==> config.mk <==
export PLATFORM = sky130hd
export DESIGN_NAME = gather_load_seq
export DESIGN_NICKNAME = d
export VERILOG_FILES = /design/src/rtl/gather_pkg.sv /design/src/rtl/gather_addr_gen.sv /design/src/rtl/gather_pred_scan.sv /design/src/rtl/gather_lane_writer.sv /design/src/rtl/gather_load_seq.sv
export SDC_FILE = /design/constraint.sdc
export NUM_CORES = 2
export LEC_CHECK = 0
export ABC_AREA = 1
export BUFFER_PORTS_ARGS = -buffer_cell sky130_fd_sc_hd__buf_4
export CAP_MARGIN = 30
export CORE_ASPECT_RATIO = 1.4
export CORE_MARGIN = 1
export CORE_UTILIZATION = 35
export CTS_CLUSTER_SIZE = 16
export DETAILED_ROUTE_END_ITERATION = 10
export GPL_ROUTABILITY_DRIVEN = 1
export PLACE_DENSITY_LB_ADDON = 0.2
export RECOVER_POWER = 50
export SYNTH_ARGS = -nofsm -noshare
export SYNTH_HDL_FRONTEND = slang
export SYNTH_SLANG_ARGS = --single-unit
==> constraint.sdc <==
create_clock -name clk -period 8.3 [get_ports clk]
set_clock_uncertainty 0.15 [all_clocks]
set_input_delay 0.83 -clock clk [delete_from_list [all_inputs] [get_ports clk]]
set_output_delay 0.83 -clock clk [all_outputs]
set_load 0.05 [all_outputs]
==> src/rtl/gather_pkg.sv <==
package gather_pkg;
    localparam int GADDR_W = 64;
    localparam int GHALF_W = 16;

    typedef enum logic [2:0] {
        ST_IDLE,
        ST_CHECK,
        ST_SCAN,
        ST_ISSUE,
        ST_AWAIT,
        ST_COMMIT,
        ST_DONE,
        ST_FAULT
    } gstate_t;

    typedef struct packed {
        logic wide_elem;
        logic wide_off;
        logic off_signed;
        logic scale_x2;
    } gmode_t;
endpackage

==> src/rtl/gather_addr_gen.sv <==
module gather_addr_gen
    import gather_pkg::*;
#(
    parameter int VL = 256,
    localparam int N32 = VL / 32,
    localparam int N64 = VL / 64,
    localparam int IDX_W = $clog2(N32)
) (
    input  logic [VL-1:0]      offsets,
    input  logic [IDX_W-1:0]   idx,
    input  gmode_t             mode,
    input  logic [GADDR_W-1:0] base,
    output logic [GADDR_W-1:0] addr
);
    logic [31:0] lane32 [N32];
    logic [63:0] lane64 [N64];

    for (genvar i = 0; i < N32; i++) begin : g_l32
        assign lane32[i] = offsets[i*32 +: 32];
    end
    for (genvar j = 0; j < N64; j++) begin : g_l64
        assign lane64[j] = offsets[j*64 +: 64];
    end

    logic [31:0] sel32;
    logic [63:0] sel64;
    logic [31:0] low;
    logic [63:0] ext;

    always_comb begin
        sel32 = lane32[idx];
        sel64 = lane64[idx[IDX_W-2:0]];
        low   = mode.wide_elem ? sel64[31:0] : sel32;
        if (mode.wide_elem && mode.wide_off) begin
            ext = sel64;
        end else if (mode.off_signed) begin
            ext = {{32{low[31]}}, low};
        end else begin
            ext = {32'b0, low};
        end
        addr = base + (mode.scale_x2 ? {ext[62:0], 1'b0} : ext);
    end
endmodule

==> src/rtl/gather_pred_scan.sv <==
module gather_pred_scan #(
    parameter int VL = 256,
    localparam int N32 = VL / 32,
    localparam int N64 = VL / 64,
    localparam int IDX_W = $clog2(N32)
) (
    input  logic [VL/8-1:0]  pred,
    input  logic             wide_elem,
    input  logic [IDX_W-1:0] idx,
    output logic             cur_active,
    output logic             any_active,
    output logic             last
);
    logic [N32-1:0] act32;
    logic [N64-1:0] act64;

    for (genvar i = 0; i < N32; i++) begin : g_a32
        assign act32[i] = pred[i*4];
    end
    for (genvar j = 0; j < N64; j++) begin : g_a64
        assign act64[j] = pred[j*8];
    end

    always_comb begin
        if (wide_elem) begin
            cur_active = act64[idx[IDX_W-2:0]];
            any_active = |act64;
            last       = (idx == IDX_W'(N64 - 1));
        end else begin
            cur_active = act32[idx];
            any_active = |act32;
            last       = (idx == IDX_W'(N32 - 1));
        end
    end
endmodule

==> src/rtl/gather_lane_writer.sv <==
module gather_lane_writer
    import gather_pkg::*;
#(
    parameter int VL = 256,
    localparam int N32 = VL / 32,
    localparam int IDX_W = $clog2(N32)
) (
    input  logic [VL-1:0]      work,
    input  logic [IDX_W-1:0]   idx,
    input  logic               wide_elem,
    input  logic [GHALF_W-1:0] data,
    output logic [VL-1:0]      work_next
);
    for (genvar s = 0; s < N32; s++) begin : g_slot
        localparam logic [IDX_W-1:0] SELF = IDX_W'(s);
        localparam logic [IDX_W-1:0] HALF = IDX_W'(s / 2);
        localparam bit               ODD  = (s % 2) == 1;
        logic hit_lo;
        logic hit_hi;
        always_comb begin
            if (wide_elem) begin
                hit_lo = !ODD && (idx == HALF);
                hit_hi = ODD && (idx == HALF);
            end else begin
                hit_lo = (idx == SELF);
                hit_hi = 1'b0;
            end
            if (hit_lo) begin
                work_next[s*32 +: 32] = {16'b0, data};
            end else if (hit_hi) begin
                work_next[s*32 +: 32] = 32'b0;
            end else begin
                work_next[s*32 +: 32] = work[s*32 +: 32];
            end
        end
    end
endmodule

==> src/rtl/gather_load_seq.sv <==
module gather_load_seq
    import gather_pkg::*;
#(
    parameter int VL = 256,
    parameter int SP_ALIGN = 16,
    localparam int N32 = VL / 32,
    localparam int IDX_W = $clog2(N32),
    localparam int AL_W = $clog2(SP_ALIGN)
) (
    input  logic            clk,
    input  logic            rst_n,
    input  logic            start,
    input  logic [63:0]     base,
    input  logic            base_is_sp,
    input  logic [VL-1:0]   offsets,
    input  logic [VL/8-1:0] pred,
    input  logic            wide_elem,
    input  logic            wide_off,
    input  logic            off_signed,
    input  logic            scale_x2,
    output logic            req_valid,
    input  logic            req_ready,
    output logic [63:0]     req_addr,
    input  logic            rsp_valid,
    input  logic [15:0]     rsp_data,
    output logic            busy,
    output logic            done,
    output logic            align_err,
    output logic [VL-1:0]   result
);
    gstate_t state, state_nxt;

    logic [63:0]     base_q;
    logic            sp_q;
    logic [VL-1:0]   offs_q;
    logic [VL/8-1:0] pred_q;
    gmode_t          mode_q;
    logic [IDX_W-1:0] idx_q;
    logic [VL-1:0]   work_q;
    logic [VL-1:0]   res_q;

    logic            cur_active;
    logic            any_active;
    logic            last;
    logic [63:0]     addr;
    logic [VL-1:0]   work_next;
    logic            misaligned;

    assign misaligned = |base_q[AL_W-1:0];

    gather_addr_gen #(.VL(VL)) u_addr (
        .offsets (offs_q),
        .idx     (idx_q),
        .mode    (mode_q),
        .base    (base_q),
        .addr    (addr)
    );

    gather_pred_scan #(.VL(VL)) u_scan (
        .pred       (pred_q),
        .wide_elem  (mode_q.wide_elem),
        .idx        (idx_q),
        .cur_active (cur_active),
        .any_active (any_active),
        .last       (last)
    );

    gather_lane_writer #(.VL(VL)) u_lane (
        .work      (work_q),
        .idx       (idx_q),
        .wide_elem (mode_q.wide_elem),
        .data      (rsp_data),
        .work_next (work_next)
    );

    // State register
    always_ff @(posedge clk or negedge rst_n) begin
        if (!rst_n) state <= ST_IDLE;
        else        state <= state_nxt;
    end

    // Transitions
    always_comb begin
        state_nxt = state;
        unique case (state)
            ST_IDLE:   if (start) state_nxt = ST_CHECK;
            ST_CHECK:  state_nxt = (sp_q && any_active && misaligned) ? ST_FAULT : ST_SCAN;
            ST_SCAN:   begin
                if (cur_active) state_nxt = ST_ISSUE;
                else if (last)  state_nxt = ST_COMMIT;
            end
            ST_ISSUE:  if (req_ready) state_nxt = ST_AWAIT;
            ST_AWAIT:  if (rsp_valid) state_nxt = last ? ST_COMMIT : ST_SCAN;
            ST_COMMIT: state_nxt = ST_DONE;
            ST_DONE:   state_nxt = ST_IDLE;
            ST_FAULT:  state_nxt = ST_IDLE;
            default:   state_nxt = ST_IDLE;
        endcase
    end

    // Operand capture, element walk and lane assembly
    always_ff @(posedge clk or negedge rst_n) begin
        if (!rst_n) begin
            base_q <= '0;
            sp_q   <= 1'b0;
            offs_q <= '0;
            pred_q <= '0;
            mode_q <= '0;
            idx_q  <= '0;
            work_q <= '0;
            res_q  <= '0;
        end else begin
            if (state == ST_IDLE && start) begin
                base_q <= base;
                sp_q   <= base_is_sp;
                offs_q <= offsets;
                pred_q <= pred;
                mode_q <= '{wide_elem: wide_elem,
                            wide_off: wide_elem & wide_off,
                            off_signed: off_signed,
                            scale_x2: scale_x2};
                idx_q  <= '0;
                work_q <= '0;
            end
            if ((state == ST_SCAN && !cur_active) || (state == ST_AWAIT && rsp_valid)) begin
                if (!last) idx_q <= idx_q + 1'b1;
            end
            if (state == ST_AWAIT && rsp_valid) work_q <= work_next;
            if (state == ST_COMMIT) res_q <= work_q;
        end
    end

    // Outputs
    always_comb begin
        req_valid = (state == ST_ISSUE);
        req_addr  = addr;
        busy      = (state != ST_IDLE);
        done      = (state == ST_DONE);
        align_err = (state == ST_FAULT);
        result    = res_q;
    end

    p_req_hold_r8: assert property (@(posedge clk) disable iff (!rst_n)
        (req_valid && !req_ready) |=> (req_valid && $stable(req_addr)));

    p_done_pulse_r6: assert property (@(posedge clk) disable iff (!rst_n)
        done |=> !done);

    p_result_at_done_r6: assert property (@(posedge clk) disable iff (!rst_n)
        !$stable(result) |-> done);

    p_done_xor_fault_r7: assert property (@(posedge clk) disable iff (!rst_n)
        !(done && align_err));

    p_fault_from_check_r7: assert property (@(posedge clk) disable iff (!rst_n)
        align_err |-> $past(state == ST_CHECK));

    p_req_when_busy_r3: assert property (@(posedge clk) disable iff (!rst_n)
        req_valid |-> busy);
endmodule

==> summary.txt <==
Worst setup path
  – Crit Path Category: register to output port
  – R2R depth: 8
  – Max FO, Critical Path: around 120
  – RR Endpoint: offs_q[53]$_DFFE_PN0P_
  – Launching point of the worst reg2reg path: state[0]$_DFFE_PN0P_
  – Crit path DAT: about 6.3 ns
  – Critical path startpoint category: register
  – CP Capture Type: output port
  – Critical Path Source: idx_q[0]$_DFF_PN0_
  – Required time worst endpoint: around 7.3 ns
  – R2R setup slack: 3.58 ns

Floorplanning
  – Die H: roughly 370 um
  – Row count: about 130
  – Die footprint: between 90000 and 100000 um2
  – Horiz. Die Dim: ~260 um
  – Num ports: 702
  – Core ar.: around 94000 um2
  – Starting density of the core: between 30% and 40%

Clock network
  – Worst skew pair latency: 0.66 ns
  – H-Tree Depth: 3
  – Post-cts repair resize count: 0
  – TritonCTS Buffers: 66
  – CTS root buf: clkbuf_16
  – Clock Pin Slew Worst Setup and Hold Paths: roughly 0.070 ns
  – Clock Sinks: about 600
  – CTS Buffer Depth: 3
  – Count of hold-fix buffers inserted at cts: 0
  – TritonCTS clock tree: done
  – Setup bufs post-CTS: 0

Layout
  – NumNets Final: about 5500
  – Util after Layout: between 40 and 50%
  – Commonest non-fill, non-tap cell in the layout: nand2_1
  – Area delta synth->final: 19.0%
  – Commonest non-fill, non-tap cells in the layout: 2180 x nand2_1, 591 x dfrtp_1, 444 x buf_4
  – Share of layout cells above drive strength 1: between 10% and 20%
  – Number of fill cells: 10100

Placed design
  – Placer Congestion: between 0.9 and 1
  – IO buf count: 549
  – Post-DP HPWL: 105000 um

Run status
  – Status: complete, but fails checks
  – Failing checks: capacitance limit, slew limit

GRT
  – Final global-route overflow total: 0
  – Initial antenna violation count: 19
  – Vias in the first global route: just over 30000
  – Total track usage: 27.9%
  – First-pass GRT wire length: between 150000 and 200000 um
  – Largest net degree at the start of global routing: between 150 and 200

STA
  – Peak Freq: 0.138 GHz
  – Setup TNS: 0 ns
  – Tmin final: a little over 7 ns
  – Final setup vio count: 0
  – Final worst path period share: between 80 and 90%
  – Max Slew Vio Count: roughly 190
  – RSZ-0062 raised after global routing: false
  – Max_slew headroom: -281%
  – Worst-Margin Slew: roughly 5.7 ns
  – Final Hold Fails: 0

Yosys
  – Main flop type after synthesis: dfrtp_1
  – Syn_area_per_cell: approximately 7.2 um2
  – Warnings, synthesis: 0
  – FF+latch count, synth: just under 600
  – Post-synthesis cell type count: 44
  – Post-Syn Area: about 33000 um2
  – Mapped Cells: 4616
  – Post-synth EDFFs: 0
  – Sequential area share after synthesis: approximately 45%
  – Post-synth ARST share: 100%

Job
  – Max Cap Violations: 3

Detailed routing
  – Iter 0 DRT Violations: 2764
  – Routed wire length per instance: 21.7 um
  – Total number of vias: roughly 32000
  – Via density: 5.03
  – DRT Pass-1 Iters: 7
  – DRC: 0
  – Final wirelength: approximately 140000 um
  – Post-route ant nets: 0

Min path
  – WHS Endpoint: offs_q[126]$_DFFE_PN0P_
  – WHS Path Cells: 3
  – HP Start: offsets[126]
  – HP Class: input pin to register
==> layout make-up <==
| class | count | area [um2] | area share (%) |
|---|---|---|---|
| antenna | 11 | 27.5 | 0.0691 |
| clock buffer | 84 | 1830 | 4.59 |
| clock inverter | 33 | 418 | 1.05 |
| inverter | 364 | 1380 | 3.48 |
| multi-input combinational | 3439 | 15800 | 39.6 |
| sequential | 595 | 14900 | 37.4 |
| tap | 1215 | 1520 | 3.82 |
| timing repair buffer | 581 | 3990 | 10.0 |
==> worst max path at each step <==
stage                         to  slack, ns  depth (start not counted)
floorplan           req_addr[26]       3.91                         19
global placement    req_addr[58]       1.76                         20
detailed placement  req_addr[58]       1.79                         20
CTS                 req_addr[58]       1.06                         20
global route        req_addr[26]       0.68                         17
finish              req_addr[26]       1.05                         17
==> per-layer routing <==
layer / wire, um / up-vias / global-route usage (%) / share of wire, %
met3: 7480 / 212 / 3.90 / 5.5
met2: 67700 / 1077 / 48.4 / 49
met5: 61 / - / 0 / 0.045
met4: 6450 / 10 / 13.7 / 4.7
met1: 55200 / 15200 / 33.9 / 40
li1: - / 15300 / - / -
==> critical path, stage by stage, from the launching register on <==
cell	delay, ns
dfrtp_4	0.78
inv_6	0.75
buf_4	0.79
nand2_1	0.18
nand3_1	0.12
a21oi_1	0.08
nor3_1	0.59
nand2_1	0.12
o21ai_0	0.13
ha_1	0.35
nand2_1	0.11
nand2_1	0.08
a21oi_1	0.20
o21ai_0	0.17
inv_1	0.08
nand3_1	0.19
xor2_1	0.46
buf_4	0.29
==> flip-flops by register name, indices dropped and copies added (netlist names) <==
| register | cells |
|---|---|
| pred_q | 8 |
| base_q | 64 |
| mode_q | 4 |
| sp_q | 1 |
| work_q | 128 |
| state | 3 |
| result | 128 |
| idx_q | 3 |
| offs_q | 256 |
==> cells in the mapped netlist, types with 2 or more instances <==
library cell / number / area share [%]
nor3_1: 28 / 0.42
mux2_2: 25 / 0.84
a32o_1: 31 / 0.93
nand2_2: 5 / 0.093
buf_1: 16 / 0.18
or2_2: 4 / 0.075
buf_2: 107 / 1.6
ha_1: 69 / 2.6
nand3_1: 259 / 3.9
o21ai_0: 222 / 3.3
a21oi_1: 147 / 2.2
nand2_1: 2180 / 24
o211ai_1: 18 / 0.40
nor4_1: 3 / 0.056
o22ai_1: 64 / 1.2
clkbuf_1: 84 / 0.94
o21ai_1: 8 / 0.12
a31o_2: 2 / 0.052
nor2_1: 112 / 1.3
a31oi_4: 4 / 0.25
a32oi_1: 15 / 0.39
inv_2: 8 / 0.090
a31oi_1: 8 / 0.15
mux2_1: 23 / 0.77
o21a_1: 7 / 0.16
inv_1: 355 / 4.0
mux2i_1: 16 / 0.48
buf_4: 138 / 3.1
dfrtp_1: 595 / 45
nand4_1: 12 / 0.22
o21bai_1: 8 / 0.18
and3_1: 2 / 0.037
xor2_1: 30 / 0.79
==> per-stage QoR <==
step	instance area (um2)	setup WS (ns)	instances	hold WS, ns
6_report	39800	1.05	6322	0.207
5_1_grt	39800	0.677	6319	0.199
4_1_cts	40300	1.06	6310	0.0688
3_5_place_dp	38000	1.79	6193	0.312
3_3_place_gp	38000	1.76	6192	0.310
2_1_floorplan	33900	3.91	4743	0.291
==> kinds of logic after synthesis <==
family,count (synthesis),share of synthesized area (%)
multiplexers,64,2.09
buffers and inverters,709,9.91
XOR/XNOR,31,0.811
flip-flops,595,44.5
AO/OA/AOI/OAI,534,9.35
AND/OR/NAND/NOR,2612,30.7
other,1,0.0112
adder cells (fa/ha/maj),70,2.64
Power is not shown: default switching activity piles up to over one toggle a cycle in this logic, so the estimate is an artifact.
